### src/rtl/uart_fifo_pkg.sv
package uart_fifo_pkg;

  localparam int CHAR_W = 8;
  localparam int BUS_W  = 32;

  // register byte offsets
  localparam logic [7:0] OFS_DATA  = 8'h00;
  localparam logic [7:0] OFS_FLAGS = 8'h18;
  localparam logic [7:0] OFS_LINE  = 8'h2C;
  localparam logic [7:0] OFS_CTRL  = 8'h30;

  // flag bit positions
  localparam int FLG_TX_EMPTY = 7;
  localparam int FLG_RX_FULL  = 6;
  localparam int FLG_TX_FULL  = 5;
  localparam int FLG_RX_EMPTY = 4;

  // line configuration fields
  localparam int LN_WLEN_LO = 5;
  localparam int LN_QEN     = 4;

  // control fields
  localparam int CT_RX_EN   = 9;
  localparam int CT_TX_EN   = 8;
  localparam int CT_UART_EN = 0;

  typedef enum logic [1:0] {
    WL_5 = 2'b00,
    WL_6 = 2'b01,
    WL_7 = 2'b10,
    WL_8 = 2'b11
  } wlen_e;

  typedef struct packed {
    wlen_e wlen;
    logic  qen;
  } line_cfg_t;

  typedef struct packed {
    logic rx_en;
    logic tx_en;
    logic uart_en;
  } ctrl_cfg_t;

  function automatic logic [CHAR_W-1:0] wlen_mask(wlen_e w);
    logic [CHAR_W-1:0] m;
    case (w)
      WL_5:    m = 8'h1F;
      WL_6:    m = 8'h3F;
      WL_7:    m = 8'h7F;
      default: m = 8'hFF;
    endcase
    return m;
  endfunction

endpackage

### src/rtl/uart_sync_fifo.sv
module uart_sync_fifo #(
  parameter int WIDTH = 8,
  parameter int DEPTH = 16,
  localparam int AW = (DEPTH > 1) ? $clog2(DEPTH) : 1,
  localparam int CW = $clog2(DEPTH + 1)
) (
  input  logic             clk_i,
  input  logic             rst_ni,
  input  logic             single_i,
  input  logic             push_i,
  input  logic [WIDTH-1:0] wdata_i,
  input  logic             pop_i,
  output logic [WIDTH-1:0] rdata_o,
  output logic             empty_o,
  output logic             full_o,
  output logic [CW-1:0]    count_o
);

  logic [WIDTH-1:0] mem_q [DEPTH];
  logic [AW-1:0]    wr_ptr_q, rd_ptr_q;
  logic [CW-1:0]    count_q;
  logic [CW-1:0]    cap;
  logic             do_push, do_pop;

  function automatic logic [AW-1:0] ptr_inc(logic [AW-1:0] p);
    return (p == AW'(DEPTH - 1)) ? '0 : p + AW'(1);
  endfunction

  // capacity collapses to one entry in character mode
  assign cap     = single_i ? CW'(1) : CW'(DEPTH);
  assign empty_o = (count_q == '0);
  assign full_o  = (count_q >= cap);
  assign count_o = count_q;
  assign rdata_o = mem_q[rd_ptr_q];

  assign do_push = push_i && !full_o;
  assign do_pop  = pop_i && !empty_o;

  always_ff @(posedge clk_i) begin
    if (do_push) mem_q[wr_ptr_q] <= wdata_i;
  end

  always_ff @(posedge clk_i or negedge rst_ni) begin
    if (!rst_ni) begin
      wr_ptr_q <= '0;
      rd_ptr_q <= '0;
      count_q  <= '0;
    end else begin
      if (do_push) wr_ptr_q <= ptr_inc(wr_ptr_q);
      if (do_pop)  rd_ptr_q <= ptr_inc(rd_ptr_q);
      case ({do_push, do_pop})
        2'b10:   count_q <= count_q + CW'(1);
        2'b01:   count_q <= count_q - CW'(1);
        default: count_q <= count_q;
      endcase
    end
  end

  AST_NO_OVERFLOW: assert property (@(posedge clk_i) disable iff (!rst_ni)
    (full_o && push_i && !pop_i) |=> (count_q == $past(count_q)));

  AST_EMPTY_POP: assert property (@(posedge clk_i) disable iff (!rst_ni)
    (empty_o && pop_i && !push_i) |=> empty_o);

  AST_DEPTH_BOUND: assert property (@(posedge clk_i) disable iff (!rst_ni)
    (!single_i && push_i && !pop_i && (count_q == CW'(DEPTH - 1))) |=> full_o);

endmodule

### src/rtl/uart_ctrl_regs.sv
module uart_ctrl_regs
  import uart_fifo_pkg::*;
#(
  parameter int ADDR_W = 8
) (
  input  logic              clk_i,
  input  logic              rst_ni,
  input  logic              wr_i,
  input  logic [ADDR_W-1:0] addr_i,
  input  logic [BUS_W-1:0]  wdata_i,
  output line_cfg_t         line_o,
  output ctrl_cfg_t         ctrl_o
);

  line_cfg_t line_q;
  ctrl_cfg_t ctrl_q;
  logic      wr_line, wr_ctrl;
  logic      unused_wdata;

  assign wr_line = wr_i && (addr_i == ADDR_W'(OFS_LINE));
  assign wr_ctrl = wr_i && (addr_i == ADDR_W'(OFS_CTRL));

  always_ff @(posedge clk_i or negedge rst_ni) begin
    if (!rst_ni) begin
      line_q <= '{wlen: WL_5, qen: 1'b0};
      ctrl_q <= '0;
    end else begin
      if (wr_line) begin
        line_q.wlen <= wlen_e'(wdata_i[LN_WLEN_LO +: 2]);
        line_q.qen  <= wdata_i[LN_QEN];
      end
      if (wr_ctrl) begin
        ctrl_q.rx_en   <= wdata_i[CT_RX_EN];
        ctrl_q.tx_en   <= wdata_i[CT_TX_EN];
        ctrl_q.uart_en <= wdata_i[CT_UART_EN];
      end
    end
  end

  assign line_o = line_q;
  assign ctrl_o = ctrl_q;
  assign unused_wdata = ^{wdata_i[BUS_W-1:10], wdata_i[7], wdata_i[3:1]};

  AST_FLAGS_RO: assert property (@(posedge clk_i) disable iff (!rst_ni)
    (wr_i && (addr_i == ADDR_W'(OFS_FLAGS))) |=> ($stable(line_q) && $stable(ctrl_q)));

endmodule

### src/rtl/uart_fifo_path.sv
module uart_fifo_path
  import uart_fifo_pkg::*;
#(
  parameter int ADDR_W = 8,
  parameter int DEPTH  = 16,
  localparam int CW = $clog2(DEPTH + 1)
) (
  input  logic              clk_i,
  input  logic              rst_ni,
  input  logic [ADDR_W-1:0] bus_addr_i,
  input  logic              bus_wr_i,
  input  logic              bus_rd_i,
  input  logic [BUS_W-1:0]  bus_wdata_i,
  output logic [BUS_W-1:0]  bus_rdata_o,
  output logic              tx_valid_o,
  input  logic              tx_ready_i,
  output logic [CHAR_W-1:0] tx_data_o,
  input  logic              rx_valid_i,
  output logic              rx_ready_o,
  input  logic [CHAR_W-1:0] rx_data_i,
  input  logic              rx_busy_i,
  output logic              rx_en_o,
  output logic [1:0]        wlen_o
);

  line_cfg_t         line;
  ctrl_cfg_t         ctrl;
  logic [CHAR_W-1:0] mask;

  logic              tx_push, tx_pop, tx_empty, tx_full;
  logic [CHAR_W-1:0] tx_head;
  logic [CW-1:0]     tx_cnt;
  logic              rx_push, rx_pop, rx_empty, rx_full;
  logic [CHAR_W-1:0] rx_head;
  logic [CW-1:0]     rx_cnt;
  logic              sel_data;
  logic              tx_on;

  uart_ctrl_regs #(.ADDR_W(ADDR_W)) u_regs (
    .clk_i   (clk_i),
    .rst_ni  (rst_ni),
    .wr_i    (bus_wr_i),
    .addr_i  (bus_addr_i),
    .wdata_i (bus_wdata_i),
    .line_o  (line),
    .ctrl_o  (ctrl)
  );

  assign mask     = wlen_mask(line.wlen);
  assign wlen_o   = line.wlen;
  assign sel_data = (bus_addr_i == ADDR_W'(OFS_DATA));

  // transmit side: bus pushes, engine pops through handshake
  assign tx_push    = bus_wr_i && sel_data;
  assign tx_on      = ctrl.uart_en && ctrl.tx_en;
  assign tx_valid_o = tx_on && !tx_empty;
  assign tx_data_o  = tx_head;
  assign tx_pop     = tx_valid_o && tx_ready_i;

  uart_sync_fifo #(.WIDTH(CHAR_W), .DEPTH(DEPTH)) u_tx_q (
    .clk_i    (clk_i),
    .rst_ni   (rst_ni),
    .single_i (!line.qen),
    .push_i   (tx_push),
    .wdata_i  (bus_wdata_i[CHAR_W-1:0] & mask),
    .pop_i    (tx_pop),
    .rdata_o  (tx_head),
    .empty_o  (tx_empty),
    .full_o   (tx_full),
    .count_o  (tx_cnt)
  );

  // receive side: a character in progress finishes even after disable
  assign rx_en_o    = ctrl.uart_en && ctrl.rx_en;
  assign rx_ready_o = !rx_full && (rx_en_o || rx_busy_i);
  assign rx_push    = rx_valid_i && rx_ready_o;
  assign rx_pop     = bus_rd_i && sel_data;

  uart_sync_fifo #(.WIDTH(CHAR_W), .DEPTH(DEPTH)) u_rx_q (
    .clk_i    (clk_i),
    .rst_ni   (rst_ni),
    .single_i (!line.qen),
    .push_i   (rx_push),
    .wdata_i  (rx_data_i & mask),
    .pop_i    (rx_pop),
    .rdata_o  (rx_head),
    .empty_o  (rx_empty),
    .full_o   (rx_full),
    .count_o  (rx_cnt)
  );

  always_comb begin
    bus_rdata_o = '0;
    case (bus_addr_i)
      ADDR_W'(OFS_DATA):  if (!rx_empty) bus_rdata_o[CHAR_W-1:0] = rx_head;
      ADDR_W'(OFS_FLAGS): begin
        bus_rdata_o[FLG_TX_EMPTY] = tx_empty;
        bus_rdata_o[FLG_RX_FULL]  = rx_full;
        bus_rdata_o[FLG_TX_FULL]  = tx_full;
        bus_rdata_o[FLG_RX_EMPTY] = rx_empty;
      end
      ADDR_W'(OFS_LINE): begin
        bus_rdata_o[LN_WLEN_LO +: 2] = line.wlen;
        bus_rdata_o[LN_QEN]          = line.qen;
      end
      ADDR_W'(OFS_CTRL): begin
        bus_rdata_o[CT_RX_EN]   = ctrl.rx_en;
        bus_rdata_o[CT_TX_EN]   = ctrl.tx_en;
        bus_rdata_o[CT_UART_EN] = ctrl.uart_en;
      end
      default: bus_rdata_o = '0;
    endcase
  end

  AST_TX_HANDOFF: assert property (@(posedge clk_i) disable iff (!rst_ni)
    (tx_valid_o && tx_ready_i && !tx_push) |=> (tx_cnt == $past(tx_cnt) - CW'(1)));

  AST_RX_ACCEPT: assert property (@(posedge clk_i) disable iff (!rst_ni)
    (rx_valid_i && rx_ready_o) |=> !rx_empty);

  AST_RX_IDLE_HOLD: assert property (@(posedge clk_i) disable iff (!rst_ni)
    (!rx_valid_i && !(bus_rd_i && sel_data)) |=> (rx_cnt == $past(rx_cnt)));

endmodule

### config.mk
export PLATFORM = sky130hd
export DESIGN_NAME = uart_fifo_path
export DESIGN_NICKNAME = d
export VERILOG_FILES = /design/src/rtl/uart_fifo_pkg.sv /design/src/rtl/uart_sync_fifo.sv /design/src/rtl/uart_ctrl_regs.sv /design/src/rtl/uart_fifo_path.sv
export SDC_FILE = /design/constraint.sdc
export NUM_CORES = 1
export LEC_CHECK = 0
export ABC_AREA = 0
export BUFFER_PORTS_ARGS = -buffer_cell sky130_fd_sc_hd__buf_2
export CAP_MARGIN = 15
export CORE_UTILIZATION = 54
export DETAILED_ROUTE_END_ITERATION = 10
export PLACE_DENSITY = 0.82
export SYNTH_ARGS = -nofsm -noshare
export SYNTH_HDL_FRONTEND = slang
export SYNTH_HIERARCHICAL = 1
export SYNTH_SLANG_ARGS = --single-unit
### constraint.sdc
create_clock -name clk_i -period 3.3 [get_ports clk_i]
set_input_delay 0.99 -clock clk_i [delete_from_list [all_inputs] [get_ports clk_i]]
set_output_delay 0.99 -clock clk_i [all_outputs]
set_load 0.02 [all_outputs]
; Word level (Yosys, flattened, before mapping)
; Memory sizes are Yosys's and may differ from the RTL's.
; Index checks and enable logic that the tools add are counted.
[totals]
mem_bits_rw = 256
mem_bits_ro = 0
register_bits = 32
mem_count = 2
output_inout_bits = 45
latch_bits = 0
wordCells = 81
[mem_list]
columns = memory, depth, width, read_ports, rd_clocked_by_memory_dff, write_ports, line_no
row1 = u_rx_q.mem_q, 16, 8, 1, 0, 1, uart_sync_fifo.sv:19  ; logic [WIDTH-1:0] mem_q [DEPTH];
row2 = u_tx_q.mem_q, 16, 8, 1, 0, 1, uart_sync_fifo.sv:19
[classes]
n_reduce_logical = 25
n_eq_ne = 13
n_lt_le_gt_ge = 2
div = 0
muxes = 18
add_sub_neg = 8
mul = 0
shift = 0
bitwise = 2
[ops]
columns = cell, count
row1 = case mux 8 bit (3 select lines), 1
row2 = case mux 5 bit (2 select lines), 2
row3 = "adder 4 x 1 -> 4 bit, second input constant", 4
row4 = bitwise AND 8 bit, 2
row5 = "== test 4 bit, second input constant", 4
row6 = "== test 8 x 6 -> 1 bit, second input constant", 2
row7 = two-way mux 4 bit, 4
row8 = logical AND 1 bit, 14
row9 = "adder 5 x 1 -> 5 bit, second input constant", 2
row10 = greater-or-equal comparator 5 bit, 2
row11 = zero test 5 bit, 2
row12 = "subtractor 5 x 1 -> 5 bit, second input constant", 2
row13 = case mux 3 bit (3 select lines), 1
row14 = "== test 8 x 5 -> 1 bit, second input constant", 1
row15 = zero test 8 bit, 1
row16 = two-way mux 8 bit, 1
row17 = "== test 2 x 1 -> 1 bit, second input constant", 3
row18 = "== test 2 bit, second input constant", 3
row19 = two-way mux 5 bit, 1
row20 = zero test 1 bit, 4
row21 = two-way mux 1 bit, 4
row22 = case mux 1 bit (2 select lines), 2
row23 = nonzero test 2 bit, 2
row24 = two-way mux 3 bit, 1
row25 = 3 further kinds, 3

; Logic depth before layout (Yosys ltp)
[logic_depth]
ltp_word = 8
ltp_mapped = 18

; Cells and area by module
; The synthesis kept the hierarchy.
[by_module_without_submodules]
columns = module, instances, area_each_um2, cells_per_inst
row1 = uart_sync_fifo, 2, 5814.3, 326
row2 = uart_fifo_path, 1, 459.2, 64
row3 = uart_ctrl_regs, 1, 274.0, 17

; Worst setup path before layout
; No wires, ideal clock.
[synth_timing]
path_kind = reg-to-reg
from = reg u_rx_q.count_q[0], in the netlist u_rx_q/count_o[0]
to = reg u_rx_q.count_q[4], in the netlist u_rx_q/count_o[4]
path_buffers = 1
arrival_ps = 3704
t_required_ps = 3177
slack_ps = -528
setup_time_ps = 123
path_stages_with_launch = 17
path_cell_list = dfrtp_1 > inv_1 > ha_1 > o31a_1 > or2_2 > nor2_1 > and2_1 > nor3b_2 > buf_4 > inv_1 > ha_1 > ha_1 > nor2b_1 > o21ai_0 > a21oi_1 > or3b_2 > xnor2_1
[synth_via]
elab_chain_cells = 7
[synth_lines]
columns = element, line_no
row1 = from (decl), uart_sync_fifo.sv:21  ; logic [CW-1:0] count_q;
row2 = from (signal assigned), uart_sync_fifo.sv:52  ; 2'b10: count_q <= count_q + CW'(1);
row3 = from (signal assigned), uart_sync_fifo.sv:53  ; 2'b01: count_q <= count_q - CW'(1);
row4 = from (signal assigned), uart_sync_fifo.sv:54  ; default: count_q <= count_q;
row5 = greater-or-equal comparator 5 bit (*), uart_sync_fifo.sv:32  ; assign full_o = (count_q >= cap);
row6 = via rx_full, uart_fifo_path.sv:33  ; logic rx_push, rx_pop, rx_empty, rx_full;
row7 = zero test 1 bit (*), uart_fifo_path.sv:75  ; assign rx_ready_o = !rx_full && (rx_en_o || rx_busy_i);
row8 = logical AND 1 bit (*), uart_fifo_path.sv:75
row9 = via rx_ready_o, uart_fifo_path.sv:19  ; output logic rx_ready_o,
row10 = logical AND 1 bit (*), uart_fifo_path.sv:76  ; assign rx_push = rx_valid_i && rx_ready_o;
row11 = via rx_push, uart_fifo_path.sv:33
row12 = logical AND 1 bit (*), uart_sync_fifo.sv:36  ; assign do_push = push_i && !full_o;
row13 = == test 2 x 1 -> 1 bit / == test 2 bit (equally long branches), uart_sync_fifo.sv:51  ; case ({do_push, do_pop})
row14 = case mux 5 bit (2 select lines) / nonzero test 2 bit (equally long branches), -
; Mark *: on every way through the listed nets, which the timed path passes. The rest lies on a longest branch.
; A chain may end at the register's enable or synchronous reset.

; Worst setup path after layout
[layout_timing]
from = reg u_rx_q.rd_ptr_q[0]
to = out bus_rdata_o[2]
[layout_via]
elab_chain_cells = 3
[layout_lines]
columns = element, line_no
row1 = from (decl), uart_sync_fifo.sv:20  ; logic [AW-1:0] wr_ptr_q, rd_ptr_q;
row2 = from (signal assigned), uart_sync_fifo.sv:50  ; if (do_pop) rd_ptr_q <= ptr_inc(rd_ptr_q);
row3 = memory read (16 x 8 bit), -
row4 = via rx_head[2], uart_fifo_path.sv:34  ; logic [CHAR_W-1:0] rx_head;
row5 = two-way mux 8 bit, uart_fifo_path.sv:95  ; ADDR_W'(OFS_DATA): if (!rx_empty) bus_rdata_o[CHAR_W-1:0] = rx_head;
row6 = two-way mux 3 bit, uart_fifo_path.sv:94  ; case (bus_addr_i)
row7 = to (decl), uart_fifo_path.sv:14  ; output logic [BUS_W-1:0] bus_rdata_o,
; The timed path passes the listed nets, and every way through them passes these cells.

==> run metrics <==
status=finished, violations left; failing checks=setup timing; dominant synthesized flop cell=edfxtp_1; cts bufs inserted=28; Worst Setup End Kind=output port; Final Slew Violations=0; diode count=0; Reg clk slew, reported paths=0.06 ns; crit path launch type=flip-flop; Root Buffer=clkbuf_16; Final setup viols=18; CP required=2.31 ns; vias in the first global route=7626; Max-Cap Viols=0; vias per cell=5.93; cell family with most CP delay=buffers and inverters; worst skew pair latency=0.54 ns; ys async rst share=0.111; final hold vios=0; Pwr Total=8.04 mW; Layout fillers=1358; hold crit path type=reg2reg; Avg Cell Area, Syn=16.9 um^2; final WL=28000 um; CTS Sinks=288; Worst VDD drop=0.544 mV; htree depth=1; Pleak=5.53 nW; sequential fraction of the synthesis area=0.687; first drt pass iteration count=5; crit-path cells=buf_4 > buf_6 > mux4_2 > inv_2 > o21ai_2 > a221o_1 > and2_1 > buf_2; CTS tree=yes; Die Ht=153 um; starting density of the core=0.558; global placement routability congestion=0.835; Pwr Density=524 nW/um^2; Final min period=3.60 ns; core area=22200 um^2; Slowest cell on crit path=mux4_2; register bit total from synthesis=288; CP Class=reg2out; Slew HR=0.441; final net count=985; Peak Freq=0.278 GHz; Die X=153 um; footprint of the multi-input gates=3970 um^2; hold buffer count at cts=0; Unique masters post-synth=49; Cells after Synth=733; RSZ-0062 raised after global routing=true; DR vias=7157; share of layout cells above drive strength 1=0.414; area grow syn2layout=24.1%; first-pass GRT wire length=42500 um; clock skew=0.0168 ns; grt ovf=0; Tightest Pin Transition=0.839 ns; Ports=100; largest net degree at the start of global routing=33; row cnt=54; CP max FO=6; Sequential cell area=8500 um^2; Max stage delay on crit path=0.51 ns; DR DRC count=0; antenna violations before repair=0; WL/cell=23.2 um; YS warnings=6; CP arrival=2.61 ns; Syn Std Cell Area=12400 um^2; DP Wirelength=16800 um; die area=23500 um^2; Final Worst Setup Slack=-0.301 ns; number of synthesized flops with an enable pin=256; Buf/Inv on CP=4; maximum root-to-sink buffer count=3; Global Route Usage Sum=0.240; IO Port Bufs=55; ANT nets after route=0; final hold slack=0.539 ns; First DRT Iteration DRCs=506; fin crit share=1.09
## cells in the mapped netlist, types with 12 or more instances
library cell  instances  area share
inv_1                33       0.010
dfrtp_1              32       0.065
nor2_1               29      0.0088
ha_1                 22       0.022
buf_4                24       0.015
nand2_1              27      0.0082
o21ai_0              32       0.013
mux4_2               48       0.087
a221o_1              16       0.013
o221ai_1             16       0.011
nor2b_1              20       0.010
edfxtp_1            256        0.62
buf_2                18      0.0073
nor3_1               12      0.0049
mux2_2               39       0.036
## cells in the final DEF, fill, tap and decap left out, types with 8 or more instances in the layout
master / count
a221o_1: 16
and2_1: 8
buf_12: 8
buf_2: 39
buf_4: 98
buf_6: 26
clkbuf_16: 29
clkinv_1: 9
conb_1: 22
dfrtp_1: 27
edfxtp_1: 256
ha_1: 17
inv_1: 18
inv_2: 14
mux2_2: 32
mux2_4: 10
mux4_2: 48
nand2_1: 27
nand3_1: 8
nor2_1: 27
nor2b_1: 16
nor3_1: 11
o21ai_0: 14
o21ai_2: 11
o221ai_4: 10
## per-stage QoR
step | instances | instance area, um^2 | setup TNS (ns) | setup WS [ns] | utilization
3_3_place_gp | 1125 | 13500 | -1.47 | -0.296 | 0.611
4_1_cts | 1200 | 15100 | -1.94 | -0.259 | 0.684
3_5_place_dp | 1125 | 13500 | -1.72 | -0.342 | 0.611
6_report | 1207 | 15300 | -2.47 | -0.301 | 0.693
2_1_floorplan | 754 | 12500 | -0.380 | -0.203 | -
5_1_grt | 1207 | 15300 | -3.57 | -0.376 | 0.693
## kinds of logic (layout without fill, tap and decap cells)
group	Yosys count	in the layout	synth area share
xor gates and xnor gates	12	12	0.00850
AOI/OAI and AO/OA	93	93	0.0545
other	1	22	0.000303
adders and majority gates	24	24	0.0255
DFF	288	288	0.687
and+or+nand+nor	138	138	0.0625
buffers and inverters	87	260	0.0355
muxes	90	90	0.127
## layout make-up
type | count | area share
clock buffers | 35 | 0.0488
clock inverters | 16 | 0.0110
inverters | 33 | 0.00823
multi-input cells | 379 | 0.259
flip-flops and latches | 288 | 0.554
well taps | 280 | 0.0228
repair buffers | 176 | 0.0967
## final timing paths
check | startpoint | to | slack [ns] | cells after the start
max in group asynchronous | rst_ni | u_tx_q/rd_ptr_q[1] | 2.12 | 1
worst max register to register | u_rx_q/count_o[3] | u_rx_q/count_o[4] | -0.07 | 15
worst min register to register | u_tx_q/count_o[3] | u_tx_q/count_o[3] | 0.54 | 2
worst max-delay path | u_rx_q/rd_ptr_q[0] | bus_rdata_o[2] | -0.30 | 8
worst min-delay path | u_tx_q/count_o[3] | u_tx_q/count_o[3] | 0.54 | 2
min in group asynchronous | rst_ni | u_tx_q/wr_ptr_q[1] | 0.55 | 1
## flip-flops by register name (all words and copies together) (netlist names)
signal	cells
u_tx_q/count_o	5
u_tx_q/wr_ptr_q	4
u_tx_q/mem_q	128
u_rx_q/mem_q	128
u_regs/ctrl_o	3
u_rx_q/wr_ptr_q	4
u_regs/line_o	3
u_rx_q/count_o	5
u_rx_q/rd_ptr_q	4
u_tx_q/rd_ptr_q	4
## timing repair
action	in CTS	in global routing
gates resized for setup	119	39
endpoints found under the setup margin	17	21
gates cloned	3	0
pin swaps	31	18
buffers inserted	23	9
## tightest hold or removal path, delay by kind of cell (launching register included)
| family | cells | cell delay [ns] |
|---|---|---|
| flip-flops | 1 | 0.39 |
| AND/OR/NAND/NOR | 1 | 0.06 |
| AO/OA/AOI/OAI | 1 | 0.06 |
## where the power goes
group | switching (mW) | internal (mW)
Sequential | 0.0742 | 4.02
Clock | 1.28 | 1.91
Combinational | 0.390 | 0.361
## layer usage
layer,wire length [um],part of all wire,track usage,up-vias
li1,-,-,-,3176
met1,10500,0.38,0.289,3608
met2,14800,0.53,0.441,299
met3,1460,0.052,0.0281,74
met4,1180,0.042,0.0967,0
met5,0,0,0,-
Power figures use the tool's default switching activity.
